===== config.mk =====
export PLATFORM = sky130hd
export DESIGN_NAME = cx_cond_unit
export DESIGN_NICKNAME = d
export VERILOG_FILES = /design/src/rtl/cx_pkg.sv /design/src/rtl/cx_pred_eval.sv /design/src/rtl/cx_flag_calc.sv /design/src/rtl/cx_flag_reg.sv /design/src/rtl/cx_cond_unit.sv
export SDC_FILE = /design/constraint.sdc
export NUM_CORES = 1
export LEC_CHECK = 0
export ABC_AREA = 1
export BUFFER_PORTS_ARGS = -buffer_cell sky130_fd_sc_hd__buf_2
export CORE_UTILIZATION = 30
export CTS_CLUSTER_SIZE = 14
export DETAILED_ROUTE_END_ITERATION = 10
export MAX_ROUTING_LAYER = met4
export PLACE_DENSITY = 0.73
export SLEW_MARGIN = 0
export SYNTH_ARGS = -nofsm -noshare
export SYNTH_HDL_FRONTEND = slang
export SYNTH_HIERARCHICAL = 1
export SYNTH_SLANG_ARGS = --single-unit

===== constraint.sdc =====
create_clock -name clk -period 4.1 [get_ports clk]
set_clock_uncertainty 0.05 [all_clocks]
set_input_delay 0.82 -clock clk [delete_from_list [all_inputs] [get_ports clk]]
set_output_delay 0.82 -clock clk [all_outputs]
set_load 0.03 [all_outputs]

===== src/rtl/cx_pkg.sv =====
package cx_pkg;

    localparam int PRED_W = 4;

    typedef struct packed {
        logic n;
        logic z;
        logic c;
        logic v;
    } cx_flags_t;

    typedef enum logic [2:0] {
        BASE_ZERO   = 3'd0,
        BASE_CARRY  = 3'd1,
        BASE_NEG    = 3'd2,
        BASE_OVF    = 3'd3,
        BASE_UHIGH  = 3'd4,
        BASE_SGE    = 3'd5,
        BASE_SGT    = 3'd6,
        BASE_TRUE   = 3'd7
    } cx_base_e;

endpackage


===== src/rtl/cx_pred_eval.sv =====
module cx_pred_eval
    import cx_pkg::*;
(
    input  logic [PRED_W-1:0] pred_i,
    input  cx_flags_t         flags_i,
    output logic              pass_o
);
    localparam int BASE_W = PRED_W - 1;

    cx_base_e   base;
    logic       invert;
    logic       base_true;
    logic       sign_eq;

    assign base   = cx_base_e'(pred_i[PRED_W-1:1]);
    assign invert = pred_i[0];
    assign sign_eq = (flags_i.n == flags_i.v);

    always_comb begin
        unique case (base)
            BASE_ZERO:  base_true = flags_i.z;
            BASE_CARRY: base_true = flags_i.c;
            BASE_NEG:   base_true = flags_i.n;
            BASE_OVF:   base_true = flags_i.v;
            BASE_UHIGH: base_true = flags_i.c & ~flags_i.z;
            BASE_SGE:   base_true = sign_eq;
            BASE_SGT:   base_true = ~flags_i.z & sign_eq;
            default:    base_true = 1'b1;
        endcase
    end

    // The odd code of each pair is the complement; for the top pair that
    // turns "always" into "never".
    assign pass_o = base_true ^ invert;

    // top pair is flag-independent
    always_comb begin
        if (pred_i == {BASE_W'(BASE_TRUE), 1'b0})
            assert_always_true_R3: assert (pass_o === 1'b1 || $isunknown(flags_i));
        if (pred_i == {BASE_W'(BASE_TRUE), 1'b1})
            assert_never_true_R4: assert (pass_o === 1'b0 || $isunknown(flags_i));
    end

endmodule


===== src/rtl/cx_flag_calc.sv =====
module cx_flag_calc
    import cx_pkg::*;
#(
    parameter int DATA_W = 32
) (
    input  logic [DATA_W-1:0] result_i,
    input  logic              carry_i,
    input  logic              ovf_i,
    output cx_flags_t         flags_o
);
    localparam int MSB = DATA_W - 1;

    always_comb begin
        flags_o.n = result_i[MSB];
        flags_o.z = ~|result_i;
        flags_o.c = carry_i;
        flags_o.v = ovf_i;
    end

endmodule


===== src/rtl/cx_flag_reg.sv =====
module cx_flag_reg
    import cx_pkg::*;
(
    input  logic      clk,
    input  logic      rst_n,
    input  logic      load_i,
    input  cx_flags_t new_i,
    output cx_flags_t flags_o
);
    typedef struct packed {
        cx_flags_t flags;
    } state_t;

    state_t st_d, st_q;

    always_comb begin
        st_d = st_q;
        if (load_i)
            st_d.flags = new_i;
    end

    always_ff @(posedge clk or negedge rst_n) begin
        if (!rst_n)
            st_q <= '0;
        else
            st_q <= st_d;
    end

    assign flags_o = st_q.flags;

    assert_flags_hold_R5: assert property (@(posedge clk) disable iff (!rst_n)
        !load_i |=> $stable(flags_o));

    assert_flags_load_R6: assert property (@(posedge clk) disable iff (!rst_n)
        load_i |=> flags_o == $past(new_i));

endmodule


===== src/rtl/cx_cond_unit.sv =====
module cx_cond_unit
    import cx_pkg::*;
#(
    parameter int DATA_W = 32
) (
    input  logic              clk,
    input  logic              rst_n,
    input  logic              issue_valid,
    input  logic [PRED_W-1:0] pred_code,
    input  logic              set_flags,
    input  logic              cmp_op,
    input  logic [DATA_W-1:0] alu_result,
    input  logic              alu_carry,
    input  logic              alu_ovf,
    output logic              exec_en,
    output logic              reg_wr_en,
    output logic              flag_n,
    output logic              flag_z,
    output logic              flag_c,
    output logic              flag_v
);
    cx_flags_t flags_q;
    cx_flags_t flags_new;
    logic      pred_pass;
    logic      flag_load;

    cx_pred_eval u_pred (
        .pred_i  (pred_code),
        .flags_i (flags_q),
        .pass_o  (pred_pass)
    );

    cx_flag_calc #(.DATA_W(DATA_W)) u_calc (
        .result_i (alu_result),
        .carry_i  (alu_carry),
        .ovf_i    (alu_ovf),
        .flags_o  (flags_new)
    );

    always_comb begin
        exec_en   = issue_valid & pred_pass;
        reg_wr_en = exec_en & ~cmp_op;
        flag_load = exec_en & (set_flags | cmp_op);
    end

    cx_flag_reg u_flags (
        .clk     (clk),
        .rst_n   (rst_n),
        .load_i  (flag_load),
        .new_i   (flags_new),
        .flags_o (flags_q)
    );

    assign flag_n = flags_q.n;
    assign flag_z = flags_q.z;
    assign flag_c = flags_q.c;
    assign flag_v = flags_q.v;

    assert_idle_quiet_R9: assert property (@(posedge clk) disable iff (!rst_n)
        !issue_valid |-> !exec_en && !reg_wr_en);

    assert_idle_flags_R9: assert property (@(posedge clk) disable iff (!rst_n)
        !issue_valid |=> $stable({flag_n, flag_z, flag_c, flag_v}));

    assert_cmp_no_write_R8: assert property (@(posedge clk) disable iff (!rst_n)
        cmp_op |-> !reg_wr_en);

    assert_write_needs_exec_R5: assert property (@(posedge clk) disable iff (!rst_n)
        reg_wr_en |-> exec_en);

    assert_zero_flag_R6: assert property (@(posedge clk) disable iff (!rst_n)
        exec_en && (set_flags || cmp_op) |=> flag_z == ($past(alu_result) == '0));

    assert_no_s_hold_R7: assert property (@(posedge clk) disable iff (!rst_n)
        issue_valid && !set_flags && !cmp_op |=> $stable({flag_n, flag_z, flag_c, flag_v}));

endmodule


---- After elaboration in Yosys (flattened, before gate mapping) ----
Index checks and enable logic that the tools add are counted.
cells by class
  equality and inequality tests ........... 7
  muxes and demuxes ....................... 1
  bitwise logic cells ..................... 9
  reductions and logical operators ........ 3
operators with widths
  cell                                                  number
  OR reduction 32 bit                                   1
  equality test 3 bit (second input constant)           3
  one-hot mux 1 bit (7 select lines)                    1
  equality test 3 x 2 -> 1 bit (second input constant)  2
  bitwise AND 1 bit                                     5
  equality test 3 x 1 -> 1 bit (second input constant)  1
  zero test 3 bit                                       1
  NOT 1 bit                                             2
  equality test 1 bit                                   1
  zero test 1 bit                                       1
  bitwise OR 1 bit                                      1
  bitwise XOR 1 bit                                     1
storage, ports and cells
  bits in registers ....................... 4
  bits of input ports ..................... 43
  output and inout bits ................... 6
  logic and storage cells ................. 24

---- Longest topological paths before layout ----
  word-level depth ........................ 6
  depth in mapped cells ................... 14
  gate-level depth less buffers ........... 14

---- Hierarchy ----
Netlist, hierarchy kept.
modules (own cells, without submodules)
  module        instances  cells each  area each (sq um)  sequential area each (sq um)
  cx_flag_reg   1          17          148.9              100.1
  cx_flag_calc  1          34          138.9              0.0
  cx_pred_eval  1          25          117.6              0.0
  cx_cond_unit  1          5           18.8               0.0

---- Worst setup path before layout ----
Ideal clock, no wire load.
  path type ............................... in2out
  from .................................... input pred_code[1]
  to ...................................... output reg_wr_en
  arrival ................................. 1,753 ps
  required time ........................... 3,230 ps
  slack ................................... 1,477 ps
  stages .................................. 11
  buffers on the path ..................... 0
  cell sequence ........................... inv_1 nand3_1 nand2_1 nand2_1 nand2_1 nand2_1 nand2_1 nand2_1 nand2_1 nand2_1 nor2_1
between the ends
  word-level cells in the longest chain between the ends .. 5
  elaborated cells between the ends (all ways) .. 11
  those cells by class .................... eq/ne (6); mux (1); bitwise (3); reduce/logical (1)
ends and longest elaborated chain
  item                                         RTL line            source
  start: declaration                           cx_cond_unit.sv:9   input logic [PRED_W-1:0] pred_code,
  equality test 3 bit (tied with other cells)  cx_pred_eval.sv:20  unique case (base)
  one-hot mux 1 bit (7 select lines) (*)       cx_pred_eval.sv:20
  bitwise XOR 1 bit (*)                        cx_pred_eval.sv:34  assign pass_o = base_true ^ invert;
  via pred_pass                                cx_cond_unit.sv:24  logic pred_pass;
  bitwise AND 1 bit (*)                        cx_cond_unit.sv:41  exec_en = issue_valid & pred_pass;
  bitwise AND 1 bit (*)                        cx_cond_unit.sv:42  reg_wr_en = exec_en & ~cmp_op;
  end: declaration                             cx_cond_unit.sv:16  output logic reg_wr_en,
The timed path passes the listed nets; every way through them passes the cells marked *.

---- Worst setup path after layout ----
Same ends and word-level chain as after synthesis.

==> out/qor.txt <==
1st-pass router iterations: 4
First-pass GRT wire length: 1.41 mm
Synth area leader: nand2_1
Top FF cell, synth: dfrtp_1
Post-CTS Hold Fix Bufs: 0
Met3 wire length: 115 um
DR vias: 613
Pwr/cell area: 328 nW/um2
Initial Utilization: 0.326
Gr usage total: 0.137
Leak: 0.426 nW
Setup WS pre-CTS: 1.42 ns
CP Max Fanout: 4
CTS tree: built
Post-synth EDFFs: 0
Outcome: finished clean
Critical path endpoint category: output port
DRT iter0 DRCs: 8
Largest net degree at the start of global routing: 6
Post-CTS sizing: 0
Worst setup path category: in2out
Die X: 39.6 um
Die H: 39.6 um
Synth top cells by count: nand2_1, nor2_1, inv_1, nand3_1, dfrtp_1
Antenna cells: 0
Clock group share of total power: 0.210
Top routing layer in use: met3
Routability-driven placement congestion ratio: 0.712
Post-synth top area share: 0.283
DPL Wire Length: 928 um
Switch share: 0.423
Core box area: 1300 um2
Ranking of synthesized cells by area: nand2_1, dfrtp_1, nor2_1, nand3_1, buf_4
ANT nets after route: 0
Post-DP Area: 661 um2
Setup bufs post-CTS: 0
Final Util: 0.525
Max_cap viols: 0
Synthesized cell area: 424 um2
Seq cells post-synth: 4
Vias in the first global route: 429
Post-DR wirelength/cell: 7.36 um
Clock Tree Buf Depth: 2
Synth cell types: 11
Reg power frac: 0.286
Final worst slack: 1.42 ns
Sequential area share after synthesis: 0.236
Final Cycle Share: 0.654
Post-Syn Area per Cell: 5.24 um2
Class of the worst hold path: in2async
Slew Viols, Final: 0
Clock Tree Root: clkbuf_4
Most common cell in the netlist: nand2_1
Met1 Wirelength: 436 um
Final hold violation count: 0
Setup violators final: 0
Synthesized Nets: 124
Post-route cell area: 683 um2
Worst-Skew Late Latency: 0.23 ns
Share of cells above drive strength 1: 0.419
Die Footprint: 1570 um2
Met2 routed WL: 508 um
Int Power: 129 uW
Maximum clock rate: 0.373 GHz
VDD IR max: 0.142 mV
CTS Buf Count: 3
Final Critical Period: 2.68 ns
CP required: 3.23 ns
Number of port buffers: 48
Synth-to-Final Area Change: 61.1%
P_sw: 94.8 uW
Number of flip-flops in the largest register: 4
Clk pin slew, worst setup/hold paths: 0.04 ns
Routed WL: 1.06 mm
Final Net Count: 174
Worst reg2reg path depth: 14
Comb pwr share: 0.504
Worst setup SP type: primary input
CTS Sinks: 4
Fin Hold WS: 0.334 ns
CP arrival: 1.81 ns
Grt ovf: 0
Remaining DRCs: 0
Initial antenna violation count: 0
Fill cells: 152
FP Rows: 13
Synth Instances: 81
Number of warnings issued by yosys: 6
Async set-reset flop share out of synthesis: 1.00
Setup TNS: 0 ns
Htree depth: 1
Overall power: 224 uW
Worst-Margin Slew: 0.330 ns
Slew Limit Headroom: 0.779
Io pins: 49
RSZ-0062 raised after global routing: no
Placed insts: 141
Vias per cell: 4.26
Layout Cells excl Fill: 144
[metal layers]
metal | vias to the layer above | GRT usage
met5 | - | -
met4 | 0 | 0.0776
met3 | 0 | 0.0227
met2 | 37 | 0.270
met1 | 235 | 0.117
li1 | 341 | -
[critical path, cell delays in order]
cell,delay (ns)
buf_2,0.12
inv_1,0.08
nand3_1,0.08
nand2_1,0.06
nand2_1,0.04
nand2_1,0.05
nand2_1,0.06
nand2_1,0.06
nand2_1,0.04
nand2_1,0.05
nand2_1,0.07
nor2_1,0.08
buf_2,0.19
[area by class of cell]
type | count | area, um2 | area share
clock buffers | 3 | 22.5 | 0.0330
multi-input cells | 67 | 275 | 0.403
well taps | 15 | 18.8 | 0.0275
flip-flops and latches | 4 | 100 | 0.147
inverters | 7 | 26.3 | 0.0385
repair buffers | 48 | 240 | 0.352
[kinds of logic (layout without fill, tap and decap cells)]
logic type                count (synthesis)  count (layout)  synth area share
and+or+nand+nor                          65              65             0.608
DFF                                       4               4             0.236
AOI/OAI and AO/OA                         1               1            0.0207
xor gates and xnor gates                  1               1            0.0207
buffers and inverters                    10              58             0.115
[path summary, 6_finish.rpt]
kind                                                       end                            from  slack (ns)
max in group asynchronous       u_flags/flags_o[2]$_DFFE_PN0P_                           rst_n        3.55
min in group clk                u_flags/flags_o[2]$_DFFE_PN0P_  u_flags/flags_o[2]$_DFFE_PN0P_        0.47
worst min-delay path            u_flags/flags_o[3]$_DFFE_PN0P_                           rst_n        0.33
worst min register to register  u_flags/flags_o[2]$_DFFE_PN0P_  u_flags/flags_o[2]$_DFFE_PN0P_        0.47
worst max-delay path                                 reg_wr_en                    pred_code[1]        1.42
worst max register to register  u_flags/flags_o[1]$_DFFE_PN0P_  u_flags/flags_o[2]$_DFFE_PN0P_        2.43
[power by group through the flow]
stage	registers [mW]	logic (mW)	clock network (mW)
finish	0.0641	0.113	0.0471
global placement	0.0641	0.112	0
global route	0.0665	0.126	0.0516
floorplan	0.0871	0.0502	0
detailed placement	0.0649	0.113	0
CTS	0.0646	0.114	0.0502
[cell usage in the layout, fill, tap and decap left out]
cell and count:
a21oi_2 1, buf_2 48, clkbuf_4 3, dfrtp_1 4
inv_1 6, inv_2 1, nand2_1 32, nand3_1 5
nand3_2 1, nor2_1 26, nor3_1 1, xnor2_1 1
No activity file was read; power rests on OpenSTA's default activity.
